## config.mk

```make
export PLATFORM = sky130hd
export DESIGN_NAME = pburst_sram
export DESIGN_NICKNAME = d
export VERILOG_FILES = /design/src/rtl/pbs_pkg.sv /design/src/rtl/pbs_wdec.sv /design/src/rtl/pbs_ctrl.sv /design/src/rtl/pbs_array.sv /design/src/rtl/pburst_sram.sv
export SDC_FILE = /design/constraint.sdc
export NUM_CORES = 1
export LEC_CHECK = 0
export BUFFER_PORTS_ARGS = -buffer_cell sky130_fd_sc_hd__buf_2
export CAP_MARGIN = 20
export CORE_MARGIN = 2
export CORE_UTILIZATION = 50
export DETAILED_ROUTE_END_ITERATION = 8
export HOLD_SLACK_MARGIN = 0.02
export PLACE_DENSITY_LB_ADDON = 0.15
export SYNTH_ARGS = -nofsm -noshare
export SYNTH_HDL_FRONTEND = slang
export SYNTH_SLANG_ARGS = --single-unit
```

## constraint.sdc

```tcl
create_clock -name clk -period 9.28 [get_ports clk]
set_input_delay 1.856 -clock clk [delete_from_list [all_inputs] [get_ports clk]]
set_output_delay 1.856 -clock clk [all_outputs]
set_load 0.05 [all_outputs]
```

## src/rtl/pbs_pkg.sv

```systemverilog
`timescale 1ns/1ps
package pbs_pkg;
    localparam int PBS_CNT_W = 2;
    localparam int PBS_PAR_W = 1;

    typedef enum logic [1:0] {
        PBS_NOP = 2'd0,
        PBS_RD  = 2'd1,
        PBS_WR  = 2'd2
    } pbs_op_e;

    typedef enum logic [1:0] {
        EV_NONE  = 2'd0,
        EV_START = 2'd1,
        EV_DESEL = 2'd2,
        EV_CONT  = 2'd3
    } pbs_evt_e;

    typedef struct packed {
        logic sel;
        logic p_seen;
        logic c_seen;
    } pbs_strobe_t;

    // Low burst address bits from the seed and the count
    function automatic logic [PBS_CNT_W-1:0] pbs_order(
        input logic [PBS_CNT_W-1:0] seed,
        input logic [PBS_CNT_W-1:0] cnt,
        input logic                 il
    );
        return il ? (seed ^ cnt) : (seed + cnt);
    endfunction
endpackage

```

## src/rtl/pbs_wdec.sv

```systemverilog
`timescale 1ns/1ps
module pbs_wdec #(
    parameter int LANES = 2
) (
    input  logic             wr_all_n_i,
    input  logic             wr_byte_en_n_i,
    input  logic [LANES-1:0] lane_wr_n_i,
    output logic [LANES-1:0] lane_we_o,
    output logic             wr_any_o
);
    always_comb begin
        if (!wr_all_n_i)
            lane_we_o = '1;
        else if (!wr_byte_en_n_i)
            lane_we_o = ~lane_wr_n_i;
        else
            lane_we_o = '0;
        wr_any_o = |lane_we_o;
    end
endmodule

```

## src/rtl/pbs_ctrl.sv

```systemverilog
`timescale 1ns/1ps
module pbs_ctrl import pbs_pkg::*; #(
    parameter int AW = 6
) (
    input  logic          clk,
    input  logic          rst,
    input  logic          sleep_i,
    input  logic [AW-1:0] addr_i,
    input  logic          ce_n_i,
    input  logic          ce_hi_i,
    input  logic          ce2_n_i,
    input  logic          start_p_n_i,
    input  logic          start_c_n_i,
    input  logic          step_n_i,
    input  logic          order_il_i,
    input  logic          wr_any_i,
    output pbs_op_e       op_o,
    output logic [AW-1:0] op_addr_o
);
    pbs_strobe_t          stb;
    pbs_evt_e             evt;
    logic                 active_q;
    logic [AW-1:0]        base_q;
    logic [PBS_CNT_W-1:0] cnt_q;
    logic [PBS_CNT_W-1:0] cnt_nx;

    always_comb begin
        stb.sel    = !ce_n_i && ce_hi_i && !ce2_n_i;
        stb.p_seen = !start_p_n_i && !ce_n_i;
        stb.c_seen = !start_c_n_i && !stb.p_seen;

        evt = EV_NONE;
        if (!sleep_i) begin
            if (stb.p_seen || stb.c_seen)
                evt = stb.sel ? EV_START : EV_DESEL;
            else if (active_q)
                evt = EV_CONT;
        end

        cnt_nx    = step_n_i ? cnt_q : cnt_q + 1'b1;
        op_o      = PBS_NOP;
        op_addr_o = addr_i;
        case (evt)
            EV_START: op_o = (stb.p_seen || !wr_any_i) ? PBS_RD : PBS_WR;
            EV_CONT: begin
                op_o      = wr_any_i ? PBS_WR : PBS_RD;
                op_addr_o = {base_q[AW-1:PBS_CNT_W],
                             pbs_order(base_q[PBS_CNT_W-1:0], cnt_nx, order_il_i)};
            end
            default: ;
        endcase
    end

    always_ff @(posedge clk) begin
        if (rst) begin
            active_q <= 1'b0;
            base_q   <= '0;
            cnt_q    <= '0;
        end else begin
            case (evt)
                EV_START: begin
                    active_q <= 1'b1;
                    base_q   <= addr_i;
                    cnt_q    <= '0;
                end
                EV_DESEL: active_q <= 1'b0;
                EV_CONT:  cnt_q    <= cnt_nx;
                default: ;
            endcase
        end
    end
endmodule

```

## src/rtl/pbs_array.sv

```systemverilog
`timescale 1ns/1ps
module pbs_array import pbs_pkg::*; #(
    parameter int AW     = 6,
    parameter int LANES  = 2,
    parameter int LANE_W = 9
) (
    input  logic                    clk,
    input  logic                    rst,
    input  pbs_op_e                 op_i,
    input  logic [AW-1:0]           addr_i,
    input  logic [LANES*LANE_W-1:0] wdata_i,
    input  logic [LANES-1:0]        lane_we_i,
    output logic [LANES*LANE_W-1:0] rdata_o,
    output logic                    rd_valid_o
);
    localparam int DEPTH = 1 << AW;

    logic          rd1_q;
    logic [AW-1:0] a1_q;
    logic          rd2_q;

    always_ff @(posedge clk) begin
        if (rst) begin
            rd1_q <= 1'b0;
            rd2_q <= 1'b0;
            a1_q  <= '0;
        end else begin
            rd1_q <= (op_i == PBS_RD);
            a1_q  <= addr_i;
            rd2_q <= rd1_q;
        end
    end

    generate
        for (genvar g = 0; g < LANES; g++) begin : g_lane
            logic [LANE_W-1:0] mem [DEPTH];
            logic [LANE_W-1:0] q;
            always_ff @(posedge clk) begin
                if (op_i == PBS_WR && lane_we_i[g])
                    mem[addr_i] <= wdata_i[g*LANE_W +: LANE_W];
                if (rd1_q)
                    q <= mem[a1_q];
            end
            assign rdata_o[g*LANE_W +: LANE_W] = q;
        end
    endgenerate

    assign rd_valid_o = rd2_q;
endmodule

```

## src/rtl/pburst_sram.sv

```systemverilog
`timescale 1ns/1ps
module pburst_sram import pbs_pkg::*; #(
    parameter int ADDR_W = 6,
    parameter int LANES  = 2,
    parameter int BYTE_W = 8
) (
    input  logic                                  clk,
    input  logic                                  rst,
    input  logic [ADDR_W-1:0]                     addr_i,
    input  logic                                  ce_n_i,
    input  logic                                  ce_hi_i,
    input  logic                                  ce2_n_i,
    input  logic                                  start_p_n_i,
    input  logic                                  start_c_n_i,
    input  logic                                  step_n_i,
    input  logic                                  wr_all_n_i,
    input  logic                                  wr_byte_en_n_i,
    input  logic [LANES-1:0]                      lane_wr_n_i,
    input  logic                                  order_il_i,
    input  logic                                  out_en_n_i,
    input  logic                                  sleep_i,
    input  logic [LANES*(BYTE_W+PBS_PAR_W)-1:0]   wdata_i,
    output logic [LANES*(BYTE_W+PBS_PAR_W)-1:0]   rdata_o,
    output logic                                  drive_o
);
    localparam int LANE_W = BYTE_W + PBS_PAR_W;

    logic [LANES-1:0]  lane_we;
    logic              wr_any;
    pbs_op_e           op;
    logic [ADDR_W-1:0] op_addr;
    logic              rd_valid;

    pbs_wdec #(.LANES(LANES)) u_wdec (
        .wr_all_n_i     (wr_all_n_i),
        .wr_byte_en_n_i (wr_byte_en_n_i),
        .lane_wr_n_i    (lane_wr_n_i),
        .lane_we_o      (lane_we),
        .wr_any_o       (wr_any)
    );

    pbs_ctrl #(.AW(ADDR_W)) u_ctrl (
        .clk         (clk),
        .rst         (rst),
        .sleep_i     (sleep_i),
        .addr_i      (addr_i),
        .ce_n_i      (ce_n_i),
        .ce_hi_i     (ce_hi_i),
        .ce2_n_i     (ce2_n_i),
        .start_p_n_i (start_p_n_i),
        .start_c_n_i (start_c_n_i),
        .step_n_i    (step_n_i),
        .order_il_i  (order_il_i),
        .wr_any_i    (wr_any),
        .op_o        (op),
        .op_addr_o   (op_addr)
    );

    pbs_array #(.AW(ADDR_W), .LANES(LANES), .LANE_W(LANE_W)) u_array (
        .clk        (clk),
        .rst        (rst),
        .op_i       (op),
        .addr_i     (op_addr),
        .wdata_i    (wdata_i),
        .lane_we_i  (lane_we),
        .rdata_o    (rdata_o),
        .rd_valid_o (rd_valid)
    );

    // output enable acts without a clock on the drive flag
    assign drive_o = rd_valid && !out_en_n_i;
endmodule

```

== Word level (Yosys, flattened, before mapping) ==
Memories as Yosys holds them, arrays and structs flattened. A register that Yosys moved wholly into a read port is not among the register bits.
Cells that the tools add are included.

* Register bits: 17
* Bits in writable memories: 1152
* Input bits: 39
* Output and inout port bits: 19
* Memories: 2

* Reductions and logical operators: 19
* Equal/unequal tests: 5
* Mux-type cells: 18
* Bitwise gates (word level): 2
* $add $sub $neg: 2

{| class="wikitable"
|+ Memory list
! memory !! depth !! width !! read ports !! clocked after memory_dff !! wr ports !! line !! source
|-
| u_array.g_lane[0].mem || 64 || 9 || 1 || 1 || 1 || pbs_array.sv:36 || <nowiki>logic [LANE_W-1:0] mem [DEPTH];</nowiki>
|-
| u_array.g_lane[1].mem || 64 || 9 || 1 || 1 || 1 || pbs_array.sv:36 ||
|}

{| class="wikitable"
|+ Operators with widths
! kind !! number
|-
| 2-to-1 mux 2 bit || 10
|-
| one-hot mux 2 bit (2 select lines) || 2
|-
| logical AND 1 bit || 7
|-
| logical NOT 1 bit || 7
|-
| == test 2 bit (second input constant) || 3
|-
| 2-to-1 mux 6 bit || 1
|-
| == test 2 x 1 -> 1 bit (second input constant) || 2
|-
| 2-to-1 mux 1 bit || 4
|-
| nonzero test 2 bit || 2
|-
| adder 2 x 1 -> 2 bit (second input constant) || 1
|-
| adder 2 bit || 1
|-
| logical OR 1 bit || 2
|-
| inverter 2 bit || 1
|-
| one-hot mux 1 bit (2 select lines) || 1
|-
| OR reduction 2 bit || 1
|-
| bitwise XOR 2 bit || 1
|}

== Logic depth before layout (Yosys ltp) ==
Gate-level depths: netlist of the first run.

* Depth after elaboration: 13
* Depth in mapped cells: 13
* Gate-level depth less buffers: 10

== Hierarchy ==
A second synthesis of the first run with hierarchy kept.

* Cells, all modules: 2202
* Area total of the unflattened synthesis: 46211.8 µm²

{| class="wikitable"
|+ By module, submodules not included
! module !! sequential area each (µm²) !! area each (µm²) !! cells an instance !! times used
|-
| pbs_array || 35293.8 || 45568.7 || 2128 || 1
|-
| pbs_ctrl || 180.2 || 608.1 || 69 || 1
|-
| pbs_wdec || 0.0 || 21.3 || 4 || 1
|-
| pburst_sram || 0.0 || 13.8 || 1 || 1
|}

== Worst setup path after synthesis of the first run ==
No wires, ideal clock.

* Path type: input port to flip-flop
* Start point: input port ce_n_i
* End point: memory u_array.g_lane[1].mem[10][0], enable pin
* Stages on the path: 12
* Setup slack: 4.388 ns
* Setup time: 0.374 ns
* Arrival: 4.517 ns
* Path buffers: 2
* Cell sequence: o21a_1 > a21o_1 > or2_1 > clkbuf_1 > inv_1 > ha_1 > buf_4 > nor2_1 > a221o_1 > nor4_1 > nand2_1 > nor2_1

* Longest elaborated chain between the ends: 13
* Elaborated cells on any way between the ends: 20
* Those cells by class: eq/ne (3); mux (8); reduce/logical (9)

{| class="wikitable"
|+ Ends and longest elaborated chain
! what !! line !! source
|-
| from (decl) || pburst_sram.sv:10 || <nowiki>input logic ce_n_i,</nowiki>
|-
| logical NOT 1 bit (*) || pbs_ctrl.sv:28, pbs_ctrl.sv:29 ||
|-
| logical AND 1 bit || pbs_ctrl.sv:29 || <nowiki>stb.p_seen = !start_p_n_i && !ce_n_i;</nowiki>
|-
| logical NOT 1 bit || pbs_ctrl.sv:30 || <nowiki>stb.c_seen = !start_c_n_i && !stb.p_seen;</nowiki>
|-
| logical AND 1 bit || pbs_ctrl.sv:30 ||
|-
| logical OR 1 bit || pbs_ctrl.sv:34 || <nowiki>if (stb.p_seen || stb.c_seen)</nowiki>
|-
| 2-to-1 mux 2 bit || pbs_ctrl.sv:34 ||
|-
| 2-to-1 mux 2 bit || pbs_ctrl.sv:33 || <nowiki>if (!sleep_i) begin</nowiki>
|-
| == test 2 bit / == test 2 x 1 -> 1 bit (equally long branches) || pbs_ctrl.sv:43 || <nowiki>case (evt)</nowiki>
|-
| one-hot mux 2 bit (2 select lines) || pbs_ctrl.sv:43 ||
|-
| == test 2 bit || pbs_array.sv:39 || <nowiki>if (op_i == PBS_WR && lane_we_i[g])</nowiki>
|-
| logical AND 1 bit || pbs_array.sv:39 ||
|-
| 2-to-1 mux 1 bit || pbs_array.sv:39 ||
|-
| 2-to-1 mux 1 bit (not written as such) || pbs_array.sv:40 || <nowiki>mem[addr_i] <= wdata_i[g*LANE_W +: LANE_W];</nowiki>
|-
| to (decl) || pbs_array.sv:36 ||
|}

Mark *: on every way between the ends. The rest lies on a longest branch, timed or not.

== Final worst setup path of the first run ==
* Start point: input port ce_n_i
* End point: memory u_array.g_lane[0].mem[33][8], enable pin

* Longest elaborated chain between the ends: 13
* Elaborated cells on any way between the ends: 20
* Those cells by class: eq/ne (3); mux (8); reduce/logical (9)

{| class="wikitable"
|+ Ends and longest elaborated chain
! what !! line
|-
| logical NOT 1 bit (*) || pbs_ctrl.sv:28, pbs_ctrl.sv:29
|-
| logical AND 1 bit || pbs_ctrl.sv:29
|-
| logical NOT 1 bit || pbs_ctrl.sv:30
|-
| logical AND 1 bit || pbs_ctrl.sv:30
|-
| logical OR 1 bit || pbs_ctrl.sv:34
|-
| 2-to-1 mux 2 bit || pbs_ctrl.sv:34
|-
| 2-to-1 mux 2 bit || pbs_ctrl.sv:33
|-
| == test 2 bit / == test 2 x 1 -> 1 bit (equally long branches) || pbs_ctrl.sv:43
|-
| one-hot mux 2 bit (2 select lines) || pbs_ctrl.sv:43
|-
| == test 2 bit || pbs_array.sv:39
|-
| logical AND 1 bit || pbs_array.sv:39
|-
| 2-to-1 mux 1 bit || pbs_array.sv:39
|-
| 2-to-1 mux 1 bit (not written as such) || pbs_array.sv:40
|-
| to (decl) || pbs_array.sv:36
|}

Marks and branches as above.

==> implementation parameters, run 1 <==
Parameter                              Value

Synthesis
  Syn. warnings    0
  Most frequently used cell type in the post-synthesis netlist    edfxtp_1
  Async set or reset register ratio after synthesis    0%
  Syn avg cell area    21.2 um2
  Number of distinct library cells after synthesis    50
  Share of Yosys cell area claimed by the top area cell type    76.5%
  Sequential-to-total area share from yosys stat    77.3%
  Cell type with the highest aggregate area in the netlist    edfxtp_1
  Ranking of synthesized cells by area    edfxtp_1 (77%), mux4_2 (13%), mux2i_1 (2.4%), nor2_1 (1.2%), dfxtp_1 (0.74%)
  Post-synthesis net count    2,204
  Top post-synthesis cells by count    edfxtp_1 (1,170), mux4_2 (265), nor2_1 (151), mux2i_1 (111), nand2_1 (65)
  Post-synth EDFFs    1,170
  Commonest register cell after synthesis    edfxtp_1
  Number of instances in the synthesized netlist    2,161
  Cell area after synthesis    0.0459 mm2
  Post-synthesis sequential element count    1,187

Setup path
  CP Max Fanout    25
  Critical path's most frequent cell    nor2_1
  CP max stage delay    0.78 ns
  Cell-by-cell trace of the critical path    buf_2, nor3b_1, nor2_1, or2_1, inv_1, ha_1, nor2_1, a221o_1, nor4_2, nand2_1, nor2_1
  CP Capture Type    register
  Critical path class    in2reg
  Signal arrival time at the worst endpoint    6.36 ns
  Required time at the endpoint of the critical path    9.59 ns
  Launching element of the worst setup path    ce_n_i
  CP startpoint kind    input pin
  Number of buffer and inverter stages on the critical path    2
  Critical path's top delay family    simple AND/OR/NAND/NOR gates
  Library cell contributing the largest single delay on the critical path    nor4_2
  Reg-to-reg startpoint    u_ctrl.active_q

Cells and area
  Net count of the finished layout    2,283
  Area added between synthesis and finish    11.3%
  Layout filler cell count    6,753
  Share of post-route cells with drive strength above 1    23.0%

Route
  Final wirelength    116,000 um
  Routed vias/inst    6.36
  Per-cell routed wire length    32.8 um
  Count of TritonRoute iterations in the first routing pass    5
  Routed via count    22,500
  Initial drt markers    2,856
  DRT antenna net count    0
  DRC    0

Floorplan
  Die footprint    0.0943 mm2
  Die extent in x    307 um
  Number of top-level pins    58
  Area of the core region    0.0914 mm2
  Number of placement rows    111
  Y dimension of the die    307 um
  Starting utilization of the core area    50.2%

Clock tree
  Total clock sinks    1,187
  TritonCTS buffer count    118
  Clock tree from TritonCTS    done
  Clk_lat worst skew    0.69 ns
  Clock root cell    clkbuf_16
  Number of buffers between clock root and the deepest sink    3
  Clock-pin slew on the worst setup and hold paths    0.06 ns
  Total setup buffers inserted after CTS    0
  Post-cts resize count    0
  Count of hold buffers inserted by post-cts repair    0
  Deepest level of the CTS H-tree    3

Place
  IO buf count    57
  Setup WS pre-CTS    2.58 ns
  Placer's final routability congestion estimate    0.862
  Sum of net half-perimeters after detailed placement    68,600 um

Run
  Max-cap check violation count    0

STA
  Post-route clock period utilization    65.2%
  Worst clock skew    0.0238 ns
  Setup-failing EPs final    0
  RSZ-0062 raised after global routing    false
  Maximum achievable frequency    165 MHz
  Number of pins exceeding their max-slew limit in the final report    0
  Max-slew headroom at the worst pin    21.9%
  Number of failing hold endpoints at the final stage    0
  Final critical-path setup slack    3.23 ns
  Setup TNS    0 ns
  Pin slew with the least headroom to its limit    1.17 ns
  Fin crit period    6.05 ns

Power
  Power density cells    219 mW/mm2
  Peak VDD IR    0.000173 V
  Static power due to leakage    15.5 nW

Global routing
  Wire length of the first global-routing pass    165,000 um
  Global routing usage summed across all routing layers    24.8%
  GR Overflow Total    0
  Antenna violations before repair    4
  Maximum number of pins on one net before global-route repair    111
  Via count of the first global-routing pass    22,300

Hold path
  Hold WC Path Type    reg2reg
  Startpoint of the tightest hold check path    u_array.rd1_q

Outcome
  Run status    completed
[metal layers]
layer  up-vias  wire [um]  global-route usage [%]
li1       9214          -                       -
met1     11900      48300                    36.6
met2      1206      54800                    38.8
met3       156       9730                    4.65
met4         4       3020                    6.50
met5         -         23                       0
[worst paths after layout]
path	depth (start not counted)	end	slack [ns]
max	11	u_array.g_lane[0].mem[33][8]	3.23
max reg2reg	10	u_array.g_lane[0].mem[33][8]	4.43
min	1	u_array.rd_valid_o	0.48
min reg2reg	1	u_array.rd_valid_o	0.48
[state kept, by name, summed over array words and instances (netlist names)]
signal and count:
u_array.g_lane.q 18, u_ctrl.base_q 6, u_array.a1_q 6, u_array.rd1_q 1
u_array.g_lane.mem 1152, u_ctrl.cnt_q 2, u_ctrl.active_q 1, u_array.rd_valid_o 1
[cell usage in the layout, fill, tap and decap left out, drive strengths merged, types with 17 or more instances in the layout]
master and n:
nor2 151, a211oi 24, edfxtp 1170, o22ai 34
mux2i 111, o21ai 23, mux4 265, clkbuf 142
dfxtp 17, clkinv 53, nand2 65, a221oi 17
buf 80, o221ai 22
[final cells by class]
| type | count | area (um2) | share of cell area [%] |
|---|---|---|---|
| clock inverters | 80 | 728 | 1.42 |
| clock buffers | 142 | 3090 | 6.04 |
| well taps | 1186 | 1480 | 2.90 |
| repair buffers | 80 | 532 | 1.04 |
| inverters | 11 | 41.3 | 0.0808 |
| diodes | 2 | 5.00 | 0.00979 |
| multi-input cells | 842 | 9750 | 19.1 |
| flip-flops and latches | 1187 | 35500 | 69.4 |
[metrics by stage]
stage	hold WS (ns)	power, W	area (um2)	std cells	util (%)
6_report	0.482	0.0112	51100	3530	55.9
5_1_grt	0.494	0.0115	51100	3528	55.9
4_1_cts	0.482	0.0113	51100	3528	55.9
3_5_place_dp	0.466	0.00663	47300	3306	51.8
3_3_place_gp	0.466	0.00663	47300	3305	51.7
2_1_floorplan	0.454	0.00635	45900	2161	-
[report_power, final]
part           internal (W)  leakage [nW]  switching, W
Sequential          0.00589          10.7     0.0000139
Clock               0.00270          1.83       0.00197
Combinational      0.000203          3.05      0.000404
Total               0.00879          15.5       0.00239
[worst reg2reg max path, stage by stage (launching register included)]
cell and delay [ns]:
dfxtp_1 0.33, inv_1 0.04, a21o_1 0.23, or2_1 0.32, inv_1 0.12, ha_1 0.76, nor2_1 0.14, a221o_1 0.37
nor4_2 0.78, nand2_1 0.63, nor2_1 0.77
[cells by family after synthesis]
logic type,Yosys count,share of synthesized area (%)
flip-flops,1187,77.3
multiplexers,383,15.6
AND/OR/NAND/NOR,253,2.27
AO/OA/AOI/OAI,199,3.12
buffers and inverters,132,1.55
adder cells (fa/ha/maj),4,0.109
XOR/XNOR,3,0.0872
No activity file was read; power rests on OpenSTA's default activity.
==> inputs of run 2 (changes only) <==
clock period = 5 ns   (was 9.28 ns; I/O delays follow)
==> implementation parameters, run 2 (same netlist as run 1, synthesis figures left out) <==
Parameter                              Value

Run
  Max-cap check violation count    0 (unchanged)

STA
  Pin slew with the least headroom to its limit    1.04 ns (-0.130 ns)
  Max-slew headroom at the worst pin    30.8% (+8.9 points)
  RSZ-0062 raised after global routing    false
  Post-route clock period utilization    79.8%
  Fin crit period    3.99 ns
  Setup-failing EPs final    0 (unchanged)
  Setup TNS    0 ns (unchanged)
  Number of pins exceeding their max-slew limit in the final report    0 (unchanged)
  Number of failing hold endpoints at the final stage    0 (unchanged)
  Worst clock skew    0.0201 ns (-0.00367 ns)
  Maximum achievable frequency    251 MHz

Setup path
  Cell-by-cell trace of the critical path    buf_2, o21a_1, a21o_1, or2_1, inv_1, ha_1, nor2_1, a221o_1, nor4_1, buf_4, nand2_1, nor2_1, buf_4
  Critical path class    in2reg
  CP max stage delay    0.55 ns (-0.23 ns)
  Required time at the endpoint of the critical path    5.41 ns (-4.18 ns)
  Launching element of the worst setup path    ce_n_i
  Number of buffer and inverter stages on the critical path    4 (+2)
  CP startpoint kind    input pin
  Depth of the worst register-to-register path    12 (+2)
  WP depth    13 (+2)
  CP Capture Type    register
  CP Max Fanout    17 (-32%)
  Critical path's top delay family    simple AND/OR/NAND/NOR gates
  Library cell contributing the largest single delay on the critical path    ha_1
  Reg-to-reg startpoint    u_ctrl.active_q
  Signal arrival time at the worst endpoint    4.40 ns (-1.96 ns)

Route
  DRC    0 (unchanged)
  DRT antenna net count    0 (unchanged)
  Initial drt markers    2,477 (-13%)
  Routed via count    22,900 (+2.1%)
  Routed vias/inst    6.16 (-3.2%)
  Per-cell routed wire length    30.4 um (-7.3%)
  Count of TritonRoute iterations in the first routing pass    5 (unchanged)
  Final wirelength    113,000 um (-2.3%)

Floorplan
  Starting utilization of the core area    50.2% (unchanged)
  Die extent in x    307 um (unchanged)
  Number of top-level pins    58 (unchanged)
  Y dimension of the die    307 um (unchanged)
  Die footprint    0.0943 mm2 (unchanged)
  Number of placement rows    111 (unchanged)
  Area of the core region    0.0914 mm2 (unchanged)

Cells and area
  Share of post-route cells with drive strength above 1    29.0% (+6.0 points)
  Most frequent cells in the layout    edfxtp_1 (1,170), mux4_2 (265), buf_4 (211), nor2_1 (151), clkbuf_16 (120)
  Flip-flop and latch area    0.0355 mm2 (unchanged)
  Regs by FF count    u_array.g_lane.mem x1152, u_array.g_lane.q x18
  Largest register FFs    1,152 (unchanged)
  Utilization after layout    57.8% (+1.9 points)
  Total area of multi-input combinational cells    0.00973 mm2 (-0.27%)
  Register with the most flip-flops    u_array.g_lane.mem
  Layout filler cell count    6,714 (-0.58%)
  Commonest non-fill, non-tap cell in the layout    edfxtp_1
  Area added between synthesis and finish    15.1%
  Final Instance Count excl. Fillers    3,723 (+5.5%)
  Net count of the finished layout    2,480 (+8.6%)

Power
  Power density cells    402 mW/mm2 (+84%)
  Static power due to leakage    16.7 nW (+7.7%)
  Peak VDD IR    0.000295 V (+70%)

Place
  IO buf count    57 (unchanged)
  Placer's final routability congestion estimate    0.810 (-6.0%)
  Sum of net half-perimeters after detailed placement    71,000 um (+3.5%)
  Placed cells    3,503 (+6.0%)

Hold path
  Hold WC Path Type    reg2reg
  Number of stages on the worst hold path    2 (+1)
  Startpoint of the tightest hold check path    u_ctrl.cnt_q[0]

Clock tree
  Number of buffers between clock root and the deepest sink    3 (unchanged)
  Deepest level of the CTS H-tree    3 (unchanged)
  Total clock sinks    1,187 (unchanged)
  TritonCTS buffer count    118 (unchanged)
  Clock tree from TritonCTS    done
  Clock-pin slew on the worst setup and hold paths    0.06 ns (about the same)
  Clock root cell    clkbuf_16
  Post-cts resize count    0 (unchanged)
  Clk_lat worst skew    0.70 ns (about the same)
  Count of hold buffers inserted by post-cts repair    0 (unchanged)
  Total setup buffers inserted after CTS    0 (unchanged)

Global routing
  Via count of the first global-routing pass    23,500 (+5.2%)
  Global routing usage summed across all routing layers    24.4% (-0.40 points)
  GR Overflow Total    0 (unchanged)
  Antenna violations before repair    5 (+1)
  Wire length of the first global-routing pass    165,000 um (about the same)
  Maximum number of pins on one net before global-route repair    81 (-27%)

Outcome
  Run status    completed
[run 2: per-stage QoR]
stage                     setup slack, ns  instance area [um2]  total power (W)  hold slack, ns
after floorplan                     0.964                45900           0.0118           0.454
after CTS                            1.11                52800           0.0214           0.492
final                                1.01                52800           0.0212           0.493
after global placement              0.392                48800           0.0123           0.480
after global routing                0.738                52800           0.0218           0.516
after detailed placement            0.388                48800           0.0123           0.482
[run 2: report_power, final]
| part | total (W) | internal, W | switching, W |
|---|---|---|---|
| clock | 0.00914 | 0.00548 | 0.00366 |
| combinational | 0.00111 | 0.000401 | 0.000705 |
| sequential | 0.0110 | 0.0109 | 0.0000385 |
| total | 0.0212 | 0.0168 | 0.00441 |
[run 2: routing by layer]
metal / wire, um / GRT usage, % / vias to the layer above
met4: 3080 / 7.42 / 4
met2: 53700 / 38.6 / 943
met5: 24 / 0 / -
met1: 48600 / 35.5 / 12200
li1: - / - / 9616
met3: 7910 / 4.07 / 160
[run 2: tightest hold or removal path: stages, from the launching register on]
cell and delay [ns]:
dfxtp_1 0.33, nand2_1 0.06, a21oi_1 0.06
[run 2: area by class of cell]
cell class | instances | area share [%]
clock inverter | 79 | 1.71
inverter | 11 | 0.0781
sequential | 1187 | 67.1
timing repair buffer | 277 | 3.91
multi-input combinational | 842 | 18.4
tap | 1186 | 2.81
clock buffer | 140 | 5.94
antenna | 1 | 0.00474
[run 2: final timing paths]
path	slack (ns)	end
max	1.01	u_array.g_lane[1].mem[20][4]
min	0.49	u_ctrl.cnt_q[0]
max reg2reg	1.30	u_array.g_lane[1].mem[20][4]
min reg2reg	0.49	u_ctrl.cnt_q[0]
